### src/rtl/sc_seq_pkg.sv
package sc_seq_pkg;

  typedef enum logic [2:0] {
    ST_IDLE  = 3'd0,
    ST_UP    = 3'd1,
    ST_ON    = 3'd2,
    ST_DOWN  = 3'd3,
    ST_PD    = 3'd4
  } seq_st_e;

  // bit 0 presence, bits 3:1 fault flags
  localparam int unsigned STAT_W = 4;

  // log2 of the divide ratio for a divide code
  function automatic logic [1:0] div_shift(input logic [1:0] code);
    case (code)
      2'b00:   return 2'd2;
      2'b10:   return 2'd1;
      default: return 2'd0;
    endcase
  endfunction

  // session-ending condition from synchronized status
  function automatic logic stat_fault(input logic [STAT_W-1:0] s);
    return (!s[0]) | (|s[STAT_W-1:1]);
  endfunction

endpackage

### src/rtl/sc_sync2.sv
module sc_sync2 #(
  parameter int unsigned W = 4
) (
  input  logic         clk,
  input  logic         rst_n,
  input  logic [W-1:0] d_async,
  output logic [W-1:0] q_sync
);
  for (genvar b = 0; b < W; b++) begin : g_bit
    logic st1, st2;
    always_ff @(posedge clk or negedge rst_n) begin
      if (!rst_n) begin
        st1 <= 1'b0;
        st2 <= 1'b0;
      end else begin
        st1 <= d_async[b];
        st2 <= st1;
      end
    end
    assign q_sync[b] = st2;
  end
endmodule

### src/rtl/sc_clkdiv.sv
module sc_clkdiv
  import sc_seq_pkg::*;
#(
  parameter int unsigned CNT_W = 2
) (
  input  logic       clk,
  input  logic       rst_n,
  input  logic       run,
  input  logic [1:0] code,
  output logic       card_clk
);
  logic [CNT_W-1:0] cnt_q;
  logic [1:0]       shift_w;

  assign shift_w = div_shift(code);

  always_ff @(posedge clk or negedge rst_n) begin
    if (!rst_n)    cnt_q <= '0;
    else if (!run) cnt_q <= '0;
    else           cnt_q <= cnt_q + 1'b1;
  end

  always_comb begin
    case (shift_w)
      2'd0:    card_clk = run & clk;
      2'd1:    card_clk = run & cnt_q[0];
      default: card_clk = run & cnt_q[1];
    endcase
  end


  div_advance_chk: assert property (@(posedge clk) disable iff (!rst_n)
    (run && $past(run)) |-> (cnt_q != $past(cnt_q)));


  div_idle_chk: assert property (@(posedge clk) disable iff (!rst_n)
    !$past(run) |-> (cnt_q == '0));
endmodule

### src/rtl/sc_sequencer.sv
module sc_sequencer
  import sc_seq_pkg::*;
#(
  parameter int unsigned STEP_CYC = 4
) (
  input  logic              clk,
  input  logic              rst_n,
  input  logic              act_n,
  input  logic              pwr_dn_req,
  input  logic              volt_sel,
  input  logic [STAT_W-1:0] stat_s,
  output logic              vcc_en,
  output logic              io_en,
  output logic              clk_en,
  output logic              rst_en,
  output logic              vsel,
  output logic              pd_mode,
  output logic              flt_lat
);
  localparam int unsigned TW = (STEP_CYC > 2) ? $clog2(STEP_CYC) : 1;

  seq_st_e       st_q;
  logic [TW-1:0] tmr_q;
  logic [1:0]    stg_q;
  logic          armed_q;

  // named events for checks
  logic present_w, fault_w, step_done_w, go_down_w, start_w;
  assign present_w   = stat_s[0];
  assign fault_w     = stat_fault(stat_s);
  assign step_done_w = (tmr_q == TW'(STEP_CYC - 1));
  assign go_down_w   = fault_w | act_n;
  assign start_w     = (st_q == ST_IDLE) && !pwr_dn_req && !act_n && armed_q && present_w;

  always_ff @(posedge clk or negedge rst_n) begin
    if (!rst_n) begin
      st_q    <= ST_IDLE;
      tmr_q   <= '0;
      stg_q   <= '0;
      armed_q <= 1'b0;
      vcc_en  <= 1'b0;
      io_en   <= 1'b0;
      clk_en  <= 1'b0;
      rst_en  <= 1'b0;
      vsel    <= 1'b0;
      flt_lat <= 1'b0;
    end else begin
      if (act_n) begin
        armed_q <= 1'b1;
        flt_lat <= 1'b0;
      end
      case (st_q)
        ST_IDLE: begin
          if (pwr_dn_req) st_q <= ST_PD;
          else if (start_w) begin
            st_q    <= ST_UP;
            vcc_en  <= 1'b1;
            vsel    <= volt_sel;
            tmr_q   <= '0;
            stg_q   <= '0;
            armed_q <= 1'b0;
          end
        end
        ST_PD: if (!pwr_dn_req) st_q <= ST_IDLE;
        ST_UP, ST_ON: begin
          if (go_down_w) begin
            st_q   <= ST_DOWN;
            tmr_q  <= '0;
            stg_q  <= '0;
            rst_en <= 1'b0;
            if (fault_w && !act_n) flt_lat <= 1'b1;
          end else if (st_q == ST_UP) begin
            if (step_done_w) begin
              tmr_q <= '0;
              stg_q <= stg_q + 2'd1;
              case (stg_q)
                2'd0:    io_en  <= 1'b1;
                2'd1:    clk_en <= 1'b1;
                default: begin
                  rst_en <= 1'b1;
                  st_q   <= ST_ON;
                end
              endcase
            end else tmr_q <= tmr_q + 1'b1;
          end
        end
        ST_DOWN: begin
          if (step_done_w) begin
            tmr_q <= '0;
            stg_q <= stg_q + 2'd1;
            case (stg_q)
              2'd0:    clk_en <= 1'b0;
              2'd1:    io_en  <= 1'b0;
              default: begin
                vcc_en <= 1'b0;
                st_q   <= ST_IDLE;
              end
            endcase
          end else tmr_q <= tmr_q + 1'b1;
        end
        default: st_q <= ST_IDLE;
      endcase
    end
  end

  assign pd_mode = (st_q == ST_PD);


  supply_order_chk: assert property (@(posedge clk) disable iff (!rst_n)
    !vcc_en |-> (!io_en && !clk_en && !rst_en));


  rst_last_chk: assert property (@(posedge clk) disable iff (!rst_n)
    rst_en |-> (clk_en && io_en && vcc_en));


  fault_down_chk: assert property (@(posedge clk) disable iff (!rst_n)
    (st_q == ST_ON && fault_w && !act_n) |=> (st_q == ST_DOWN && !rst_en && flt_lat));


  rearm_chk: assert property (@(posedge clk) disable iff (!rst_n)
    (st_q == ST_IDLE && !armed_q && !act_n) |=> (st_q != ST_UP));


  pd_idle_chk: assert property (@(posedge clk) disable iff (!rst_n)
    pd_mode |-> !vcc_en);


  vsel_hold_chk: assert property (@(posedge clk) disable iff (!rst_n)
    (st_q == ST_ON && $past(st_q == ST_ON)) |-> $stable(vsel));
endmodule

### src/rtl/sc_seq_ctrl.sv
module sc_seq_ctrl
  import sc_seq_pkg::*;
#(
  parameter int unsigned STEP_CYC = 4,
  parameter int unsigned DIV_W    = 2
) (
  input  logic       clk,
  input  logic       rst_n,
  input  logic       act_n,
  input  logic       pwr_dn_req,
  input  logic       host_rst,
  input  logic       volt_sel,
  input  logic [1:0] div_code,
  input  logic       card_det,
  input  logic       flt_volt,
  input  logic       flt_therm,
  input  logic       flt_ocp,
  output logic       irq_n,
  output logic       card_vcc_en,
  output logic       card_vsel,
  output logic       card_io_en,
  output logic       card_clk,
  output logic       card_rst,
  output logic       pd_mode
);
  logic [STAT_W-1:0] stat_s;
  logic clk_en, rst_en, flt_lat;

  sc_sync2 #(.W(STAT_W)) u_sync (
    .clk     (clk),
    .rst_n   (rst_n),
    .d_async ({flt_ocp, flt_therm, flt_volt, card_det}),
    .q_sync  (stat_s)
  );

  sc_sequencer #(.STEP_CYC(STEP_CYC)) u_seq (
    .clk        (clk),
    .rst_n      (rst_n),
    .act_n      (act_n),
    .pwr_dn_req (pwr_dn_req),
    .volt_sel   (volt_sel),
    .stat_s     (stat_s),
    .vcc_en     (card_vcc_en),
    .io_en      (card_io_en),
    .clk_en     (clk_en),
    .rst_en     (rst_en),
    .vsel       (card_vsel),
    .pd_mode    (pd_mode),
    .flt_lat    (flt_lat)
  );

  sc_clkdiv #(.CNT_W(DIV_W)) u_div (
    .clk      (clk),
    .rst_n    (rst_n),
    .run      (clk_en),
    .code     (div_code),
    .card_clk (card_clk)
  );

  assign irq_n    = stat_s[0] & ~flt_lat;
  assign card_rst = rst_en & host_rst;


  irq_fault_chk: assert property (@(posedge clk) disable iff (!rst_n)
    (flt_lat && !act_n) |-> !irq_n);
endmodule

### config.mk
export PLATFORM = sky130hd
export DESIGN_NAME = sc_seq_ctrl
export DESIGN_NICKNAME = d
export VERILOG_FILES = /design/src/rtl/sc_seq_pkg.sv /design/src/rtl/sc_sync2.sv /design/src/rtl/sc_clkdiv.sv /design/src/rtl/sc_sequencer.sv /design/src/rtl/sc_seq_ctrl.sv
export SDC_FILE = /design/constraint.sdc
export NUM_CORES = 1
export LEC_CHECK = 0
export BUFFER_PORTS_ARGS = -buffer_cell sky130_fd_sc_hd__buf_4
export CAP_MARGIN = 20
export CORE_UTILIZATION = 49
export CTS_CLUSTER_DIAMETER = 150
export DETAILED_ROUTE_END_ITERATION = 10
export PLACE_DENSITY = 0.74
export SETUP_SLACK_MARGIN = 0.2
export SLEW_MARGIN = 20
export SYNTH_ARGS = -nofsm -noshare
export SYNTH_HDL_FRONTEND = slang
export SYNTH_SLANG_ARGS = --single-unit
### constraint.sdc
create_clock -name clk -period 1.7 [get_ports clk]
set_clock_uncertainty 0.1 [all_clocks]
set_input_delay 0.085 -clock clk [delete_from_list [all_inputs] [get_ports clk]]
set_output_delay 0.085 -clock clk [all_outputs]
set_load 0.01 [all_outputs]
---- Word-level counts from Yosys, hierarchy flattened ----
Cells that the tools add are included.
W data, S select, Z words.
operators by class
  eq/ne operators ......................... 25
  muxes and demuxes ....................... 54
  bitwise operators ....................... 9
  reduce and logical (&&, ||, !) cells .... 27
  add/sub/neg operators ................... 3
operators with widths
  kind                   number
  $mux W1                28
  $mux W3                9
  $reduce_and A7 Y1      3
  $mux W2                9
  $ne A2 B1 Y1 const B   7
  $ne A2 B2 Y1 const B   6
  $pmux W2 S3            2
  $pmux W3 S4            1
  $pmux W1 S2            4
  $reduce_and A4 Y1      2
  $reduce_bool A2 Y1     4
  $add A2 B1 Y2 const B  3
  $eq A3 B2 Y1 const B   2
  $logic_not A2 Y1       3
  $ne A3 B1 Y1 const B   2
  $ne A3 B2 Y1 const B   2
  $and A1 B1 Y1          5
  $logic_and A1 B1 Y1    5
  $reduce_and A5 Y1      1
  $eq A2 B1 Y1 const B   2
  $eq A2 B2 Y1 const B   2
  $pmux W2 S2            1
  $reduce_or A2 Y1       2
  $eq A3 B1 Y1 const B   1
  8 further kinds        12
storage, ports and cells
  word-level logic and storage cells ...... 137
  input bits .............................. 12
  register bits ........................... 24

---- Depth between registers and ports, before layout ----
Gate-level depths: netlist (run 1).
  depth after elaboration ................. 8
  depth in mapped cells ................... 6

---- Hierarchy ----
A second synthesis (run 1) with hierarchy kept.
second synthesis, totals
  cells, all modules ...................... 111
  area, all modules ....................... 1232.4 sq um
modules (own cells, without submodules)
  module        area each (sq um)  cells an instance  sequential area each (sq um)  times used
  sc_sequencer  879.6              89                 350.3                         1
  sc_sync2      230.2              12                 200.2                         1
  sc_clkdiv     102.6              8                  50.0                          1
  sc_seq_ctrl   20.0               2                  0.0                           1

==> results.toml, run 1 <==
[sta]
relSlewSlack = 0.794
whs_ns = 0.181
rsz0062_at_grt = "true"
final.setup.worst_slack_ns = 0.0936
tightestPinTransition_ns = 0.309
setup_tns_ns = 0
period_minus_slack_ns = 1.61
fmax_mhz = 625
slew_violations = 0
finalSetupViolCount = 0
fin_crit_sh = 0.945
hold_viol_final = 0

[floorplan]
core_area_um2 = 2230
num_rows = 17
die_w_um = 50.8
fp.dieH_um = 50.8
die_area_um2 = 2580
io-pin-count = 19
start_util = 0.522

[worst_setup_path]
path_max_fanout = 2
cp_top_family = "buffers and inverters"
cp_cell_sequence = "clkbuf_8 -> buf_8 -> nand2_4 -> o21ai_2 -> and2_4 -> buf_6"
endpoint_kind = "output port"
cp-start-kind = "clock port"
crit_required_ns = 1.51
critPathSlowestCell = "and2_4"
cp.arrival_ns = 1.42
max_stage_delay_ns = 0.14
path_class = "clock port to output port"
crit_buf_inv = 3

[power]
p_leak_nw = 0.855
powerDensity_nw_per_um2 = 1300
ir_drop_mv = 0.861

[route]
drtAntennaViolNets = 0
via_per_inst = 5.77
drc_errors = 0
dr.pass1.iters = 4
wl_um = 3170
routedWlPerCell_um = 16.4
vias = 1119
drtIter0Drc = 37

[place]
gp_congestion = 0.879
dpl.hpwl_um = 1660
preCtsSetupSlack_ns = 0.0367
port_buffers = 18
dpl-instance-area_um2 = 1360

[final_layout]
final_common_cell = "buf_4"
layout_common_cells = "buf_4 (38), dfrtp_1 (21), dlygate4sd3_1 (9)"
drive_gt1_frac = 0.494
stdcell_area_um2 = 1820
n_antenna_cell = 0
area_delta_synth_final_pct = 56.2
fillerInstances = 120
final_nets = 182

[synthesis]
syn-mean-instance-area_um2 = 10.4
synth_cell_types = 40
synth-async-reset-ratio = 1.00
ys.flop_type = "dfrtp_1"
netlist_instances = 112
ys_warn_count = 0
synth_edf_count = 0
synth-seq-cells = 24
mappedNetlistArea_um2 = 1170
synth.net_count = 127
yosysSeqAreaShare = 0.515

[run]
cap_violations = 0

[clock_network]
cts_tree = "yes"
clock_latency_ns = 0.44
clkTransAtPathRegs_ns = 0.13

[min_path]
min_path_type = "input pin to flip-flop"

[global_route]
antenna_found_initial = 0
grt_overflow = 0
grt_pass1_wl_um = 4800
grtUsageTotal = 0.261
grt_pass1_vias = 1156
grt_max_degree = 25

[outcome]
status = "complete, no violations"
layout make-up:
cell class,instances,area (um^2),share of cell area
clock buffer,7,70.1,0.0385
clock inverter,1,30.0,0.0165
inverter,4,15.0,0.00824
multi-input combinational,80,658,0.361
sequential,24,604,0.332
tap,28,35.0,0.0192
timing repair buffer,50,409,0.225
metrics by stage:
| stage | utilization | power (W) | std cells |
|---|---|---|---|
| 2_1_floorplan | - | 0.00119 | 112 |
| 3_3_place_gp | 0.607 | 0.00138 | 158 |
| 3_5_place_dp | 0.607 | 0.00140 | 158 |
| 4_1_cts | 0.753 | 0.00220 | 185 |
| 5_1_grt | 0.816 | 0.00250 | 194 |
| 6_report | 0.816 | 0.00237 | 194 |
flip-flops by register name, indices dropped and copies added (netlist names), 2 cells and up:
signal / cells
u_div.cnt_q: 2
u_seq.st_q: 3
u_seq.stg_q: 2
u_seq.tmr_q: 2
u_sync.g_bit.st1: 4
u_sync.g_bit.st2: 4
power by group:
group / internal, W / switching, W
Sequential: 0.000675 / 0.000102
Clock: 0.000393 / 0.000245
Combinational: 0.000535 / 0.000419
Total: 0.00160 / 0.000766
cells in the mapped netlist, types with 2 or more instances:
library cell	count	area share
dfrtp_1	24	0.52
nand2_1	8	0.026
nor2b_1	8	0.043
nor2_1	7	0.023
and2_1	6	0.032
o21ai_0	5	0.021
inv_1	4	0.013
nor3_1	4	0.017
o21ai_1	4	0.017
clkbuf_1	3	0.0097
ha_1	3	0.032
nand3_1	3	0.013
a21oi_1	2	0.0086
a22o_1	2	0.015
a31oi_1	2	0.011
o21a_1	2	0.013
or2_2	2	0.011
metal layers:
| metal | wire length (um) | up-vias | track usage |
|---|---|---|---|
| met2 | 1650 | 47 | 0.440 |
| met5 | 0 | - | 0 |
| met1 | 1270 | 546 | 0.279 |
| met4 | 105 | 0 | 0.171 |
| li1 | - | 513 | - |
| met3 | 157 | 13 | 0.0818 |
repair_timing:
action / 4_1_cts / 5_1_grt
hold buffers: 9 / 0
setup buffers: 11 / 9
gates resized for setup: 24 / 20
setup endpoints to repair: 13 / 15
endpoints found under the hold margin: 33 / 0
pin swaps: 12 / 12
cell families (layout without fill, tap and decap cells):
group | after synthesis | count (layout) | synth area share
AO/OA/AOI/OAI | 25 | 25 | 0.144
XOR/XNOR | 2 | 2 | 0.0150
adder cells (fa/ha/maj) | 3 | 3 | 0.0322
buffers and inverters | 8 | 62 | 0.0322
flip-flops | 24 | 24 | 0.515
multiplexers | 4 | 4 | 0.0408
AND/OR/NAND/NOR | 46 | 46 | 0.221
worst paths after layout:
check	from	to	slack [ns]	cells past startpoint
min reg2reg	u_sync.g_bit[0].st1	u_sync.g_bit[0].st2	0.27	0
min in group asynchronous	rst_n	u_seq.vcc_en	0.48	3
max	clk	card_clk	0.09	6
min	flt_volt	u_sync.g_bit[1].st1	0.18	2
max in group asynchronous	rst_n	u_seq.st_q[0]	0.77	3
max reg2reg	u_sync.g_bit[1].st2	u_seq.tmr_q[1]	0.10	4
(Power assumes the default switching activity.)
==> run 2, diff against run 1 <==
==> constraint.sdc (replaced) <==
create_clock -name clk -period 1.7 [get_ports clk]
set_clock_uncertainty 0.1 [all_clocks]
set_input_delay 0.085 -clock clk [delete_from_list [all_inputs] [get_ports clk]]
set_output_delay 0.085 -clock clk [all_outputs]
set_load 0.05 [all_outputs]
==> run 2 against run 1 <==
Effect of this change: sequential power about the same; critical path depth unchanged; hold slack got worse by 0.011 ns; utilization decreased by 0.50 points; clock power decreased by 16%; critical path type unchanged.
==> results.toml, run 2 (synthesis gave the netlist of run 1 again) <==
[run]
cap_violations = 0

[route]
routedWlPerCell_um = 16.8
drc_errors = 0
wl_um = 3260
drtAntennaViolNets = 0
drtIter0Drc = 51
via_per_inst = 5.84
vias = 1133
dr.pass1.iters = 4

[sta]
rsz0062_at_grt = "true"
whs_ns = 0.169
relSlewSlack = 0.801
finalSetupViolCount = 0
slew_violations = 0
tightestPinTransition_ns = 0.299
final.setup.worst_slack_ns = 0.0712
fmax_mhz = 614
fin_crit_sh = 0.958
period_minus_slack_ns = 1.63
setup_tns_ns = 0
hold_viol_final = 0

[global_route]
grt_use_met3 = 0.103
grt_pass1_wl_um = 4740
grt_pass1_vias = 1094
grt_overflow = 0
grt_busiest_layer = "met2"
grtUsageTotal = 0.264
met1_usage = 0.283
antenna_found_initial = 0
grtUsageMet2 = 0.442
grt_max_degree = 25

[final_layout]
drive_gt1_frac = 0.488
final_common_cell = "buf_4"
area_delta_synth_final_pct = 55.3
post-route-util = 0.811
fillerInstances = 129
stdcell_count = 194
layout_common_cells = "buf_4 (36), dfrtp_1 (21), dlygate4sd3_1 (9)"
multi_input_area_um2 = 659
seqCellArea_um2 = 604
n_antenna_cell = 0
final_nets = 182
largestRegisters = "u_sync.g_bit.st1 (4), u_sync.g_bit.st2 (4), u_seq.st_q (3)"

[clock_network]
cts_tree = "yes"
clock_latency_ns = 0.45
clkTransAtPathRegs_ns = 0.14

[place]
gp_congestion = 0.920
preCtsSetupSlack_ns = 0.0529
placedCellCount = 158
port_buffers = 18
dpl.hpwl_um = 1700

[power]
p_leak_nw = 0.836
powerDensity_nw_per_um2 = 1320
ir_drop_mv = 0.872

[worst_setup_path]
path_class = "clock port to output port"
r2r-start = "u_sync.g_bit[1].st2"
cp.arrival_ns = 1.44
crit_required_ns = 1.51
reg2reg_to = "u_seq.tmr_q[1]"
reg2regPathDepth = 4
path_max_fanout = 2
endpoint_kind = "output port"
ff2ff_setup_slack_ns = 0.07
cp-start-kind = "clock port"

[min_path]
min_path_type = "input pin to flip-flop"
hold_end = "u_sync.g_bit[3].st1"
worstHoldStart = "flt_ocp"
whs_path_depth = 2

[floorplan]
start_util = 0.522
num_rows = 17
die_w_um = 50.8
fp.dieH_um = 50.8
die_area_um2 = 2580
io-pin-count = 19
core_area_um2 = 2230

[outcome]
status = "complete, no violations"
==> run 2: critical path: stages <==
cell	delay, ns
clkbuf_8	0.11
buf_8	0.11
nand2_4	0.04
o21ai_2	0.05
and2_4	0.13
buf_8	0.14
==> run 2: cell type report <==
type,count,share of cell area
flip-flops and latches,24,0.334
clock buffers,8,0.0484
multi-input cells,80,0.364
repair buffers,50,0.226
inverters,4,0.00829
well taps,28,0.0194
==> run 2: worst max-delay path by stage <==
| stage | startpoint | endpoint | slack [ns] | depth (start not counted) |
|---|---|---|---|---|
| floorplan | u_sync.g_bit[0].st2 | u_seq.tmr_q[1] | 0.11 | 5 |
| global placement | u_sync.g_bit[2].st2 | u_seq.tmr_q[1] | 0.04 | 4 |
| detailed placement | u_sync.g_bit[2].st2 | u_seq.tmr_q[1] | 0.05 | 4 |
| CTS | clk | card_clk | 0.04 | 6 |
| global route | u_seq.st_q[0] | pd_mode | 0.02 | 3 |
| finish | clk | card_clk | 0.07 | 6 |
==> run 2: through the flow <==
step / cell area [um^2] / total power [W]
2_1_floorplan: 1180 / 0.00127
3_3_place_gp: 1360 / 0.00146
3_5_place_dp: 1360 / 0.00149
4_1_cts: 1690 / 0.00216
5_1_grt: 1810 / 0.00251
6_report: 1810 / 0.00239
==> run 2: report_power, final <==
group	leakage [nW]	total [W]	switching (W)	internal, W
Clock	0.0619	0.000537	0.000251	0.000286
Sequential	0.291	0.000777	0.000102	0.000675
Combinational	0.483	0.00108	0.000528	0.000547
Total	0.836	0.00239	0.000882	0.00151
==> run 2: routing by layer <==
metal | routed length, um | up-vias
met4 | 97 | 0
met2 | 1660 | 72
met1 | 1230 | 545
met3 | 275 | 13
met5 | 0 | -
li1 | - | 503
==> run 2: what timing repair did <==
action,4_1_cts,5_1_grt
setup buffers,12,8
hold buffers,9,0
resized for setup,26,21
setup endpoints to repair,13,14
endpoints found under the hold margin,33,0
gates cloned,0,0
pin swaps,6,14
==> run 3, diff against run 2 <==
--- a/config.mk
+++ b/config.mk
@@ -6,11 +6,11 @@
 export NUM_CORES = 1
 export LEC_CHECK = 0
 export BUFFER_PORTS_ARGS = -buffer_cell sky130_fd_sc_hd__buf_4
-export CAP_MARGIN = 20
-export CORE_UTILIZATION = 49
+export CAP_MARGIN = 40
+export CORE_UTILIZATION = 54
 export CTS_CLUSTER_DIAMETER = 150
 export DETAILED_ROUTE_END_ITERATION = 10
-export PLACE_DENSITY = 0.74
+export PLACE_DENSITY = 0.77
 export SETUP_SLACK_MARGIN = 0.2
 export SLEW_MARGIN = 20
 export SYNTH_ARGS = -nofsm -noshare
==> constraint.sdc (replaced) <==
create_clock -name clk -period 1.6 [get_ports clk]
set_clock_uncertainty 0.1 [all_clocks]
set_input_delay 0.08 -clock clk [delete_from_list [all_inputs] [get_ports clk]]
set_output_delay 0.08 -clock clk [all_outputs]
set_load 0.05 [all_outputs]
==> run 3 against run 2 <==
Effect of this change: the flow now finishes with violations (negative setup slack); count of clock-buffer cells in the layout shrank 1; worst setup slack got worse by 0.19 ns; utilization grew 14 points; global-route usage increased by 5.7 points; critical path type is now flip-flop to flip-flop; largest cell class unchanged; highest routed layer unchanged.
==> results.toml, run 3 (synthesis gave the netlist of run 1 again) <==
[floorplan]
die_w_um = 48.5
start_util = 0.582
num_rows = 16
core_area_um2 = 2000
fp.dieH_um = 48.5
die_area_um2 = 2350
io-pin-count = 19

[place]
dpl.hpwl_um = 1760
port_buffers = 18
gp_congestion = 0.909

[worst_setup_path]
cp-start-kind = "flip-flop"
r2r-start = "u_seq.st_q[0]"
endpoint_kind = "flip-flop"
crit_start = "u_seq.st_q[0]"
ff2ff_setup_slack_ns = -0.12
reg2reg_to = "u_seq.stg_q[0]"
crit_required_ns = 1.87
path_max_fanout = 5
path_class = "flip-flop to flip-flop"
cp.arrival_ns = 2.00
reg2regPathDepth = 5

[sta]
tightestPinTransition_ns = 0.360
rsz0062_at_grt = "true"
finalSetupViolCount = 9
slew_violations = 0
hold_viol_final = 0
whs_ns = 0.0433
fin_crit_sh = 1.08
relSlewSlack = 0.760
period_minus_slack_ns = 1.72
final.setup.worst_slack_ns = -0.123
fmax_mhz = 580

[run]
cap_violations = 0

[final_layout]
n_antenna_cell = 0
largestRegisters = "u_sync.g_bit.st1 (4), u_sync.g_bit.st2 (4), u_seq.st_q (3)"
area_delta_synth_final_pct = 62.8
post-route-util = 0.948
fillerInstances = 52
final_nets = 187
layout_common_cells = "buf_4 (40), dfrtp_1 (20), dlygate4sd3_1 (9)"
seqCellArea_um2 = 606
final_common_cell = "buf_4"
multi_input_area_um2 = 687
drive_gt1_frac = 0.538

[global_route]
grt_overflow = 0
grt_pass1_wl_um = 5510
antenna_found_initial = 0
grt_max_degree = 25
grt_pass1_vias = 1226
grtUsageTotal = 0.320

[min_path]
min_path_type = "input pin to flip-flop"
hold_end = "u_seq.st_q[1]"
whs_path_depth = 6
worstHoldStart = "act_n"

[route]
drtAntennaViolNets = 0
wl_um = 4830
routedWlPerCell_um = 24.4
via_per_inst = 6.56
drc_errors = 0
vias = 1299
drtIter0Drc = 82
dr.pass1.iters = 4

[power]
p_leak_nw = 0.883
powerDensity_nw_per_um2 = 1540
ir_drop_mv = 1.44

[outcome]
violations = "negative setup slack"
status = "finished, violations left"

[clock_network]
clkTransAtPathRegs_ns = 0.16
cts_tree = "yes"
clock_latency_ns = 0.46
[run 3: cell types whose count changed in the layout (fill, tap and decap cells not counted), moves of 2 or more]
cell     previous run  this run
buf_4              36        40
buf_6               4         7
nor2b_1             6         3
buf_8               2         0
nor2b_2             0         2
[run 3: layer usage]
metal / global-route usage / wire, um / vias to the layer above
met4: 0.201 / 427 / 0
met3: 0.116 / 462 / 45
met1: 0.346 / 1690 / 599
met5: 0 / 0 / -
met2: 0.533 / 2240 / 140
li1: - / - / 515
[run 3: worst max-delay path by stage]
stage	slack, ns	depth (start not counted)	to
global placement	0.08	4	u_seq.tmr_q[1]
detailed placement	0.03	4	u_seq.vcc_en
global route	-0.14	5	u_seq.stg_q[0]
finish	-0.12	5	u_seq.stg_q[0]
floorplan	0.01	5	u_seq.tmr_q[1]
CTS	0.009	6	card_clk
[run 3: layout make-up]
type	count	share of cell area
Inverter	4	0.00791
Sequential cell	24	0.319
Clock buffer	7	0.0363
Tap cell	27	0.0178
Multi-Input combinational cell	80	0.362
Clock inverter	1	0.0158
Timing Repair Buffer	55	0.241
[run 3: repair_timing]
item / 4_1_cts / 5_1_grt
hold buffers: 9 / 0
resized for setup: 30 / 19
endpoints found under the hold margin: 33 / 0
pin swaps: 12 / 9
setup buffers: 11 / 11
endpoints found under the setup margin: 15 / 19
[run 3: where the power goes]
group / switching, W / internal, W / total (W) / leakage (nW)
sequential: 0.000130 / 0.000717 / 0.000847 / 0.289
clock: 0.000272 / 0.000397 / 0.000669 / 0.0600
combinational: 0.000717 / 0.000685 / 0.00140 / 0.534
total: 0.00112 / 0.00180 / 0.00292 / 0.883
[run 3: critical path, stage by stage, from the launching register on]
cell and delay, ns:
dfrtp_2 0.50, buf_6 0.15, nor2b_4 0.11, o211ai_1 0.24, nand4_1 0.21, mux2_4 0.32
[run 3: per-stage QoR]
step,area [um^2],worst slack [ns],total power [W],setup TNS (ns),std cells
floorplan,1190,0.00998,0.00137,0,112
global placement,1390,0.0756,0.00159,0,160
detailed placement,1390,0.0328,0.00163,0,160
CTS,1750,0.00919,0.00250,0,187
global route,1900,-0.144,0.00298,-0.622,198
finish,1900,-0.123,0.00292,-0.450,198
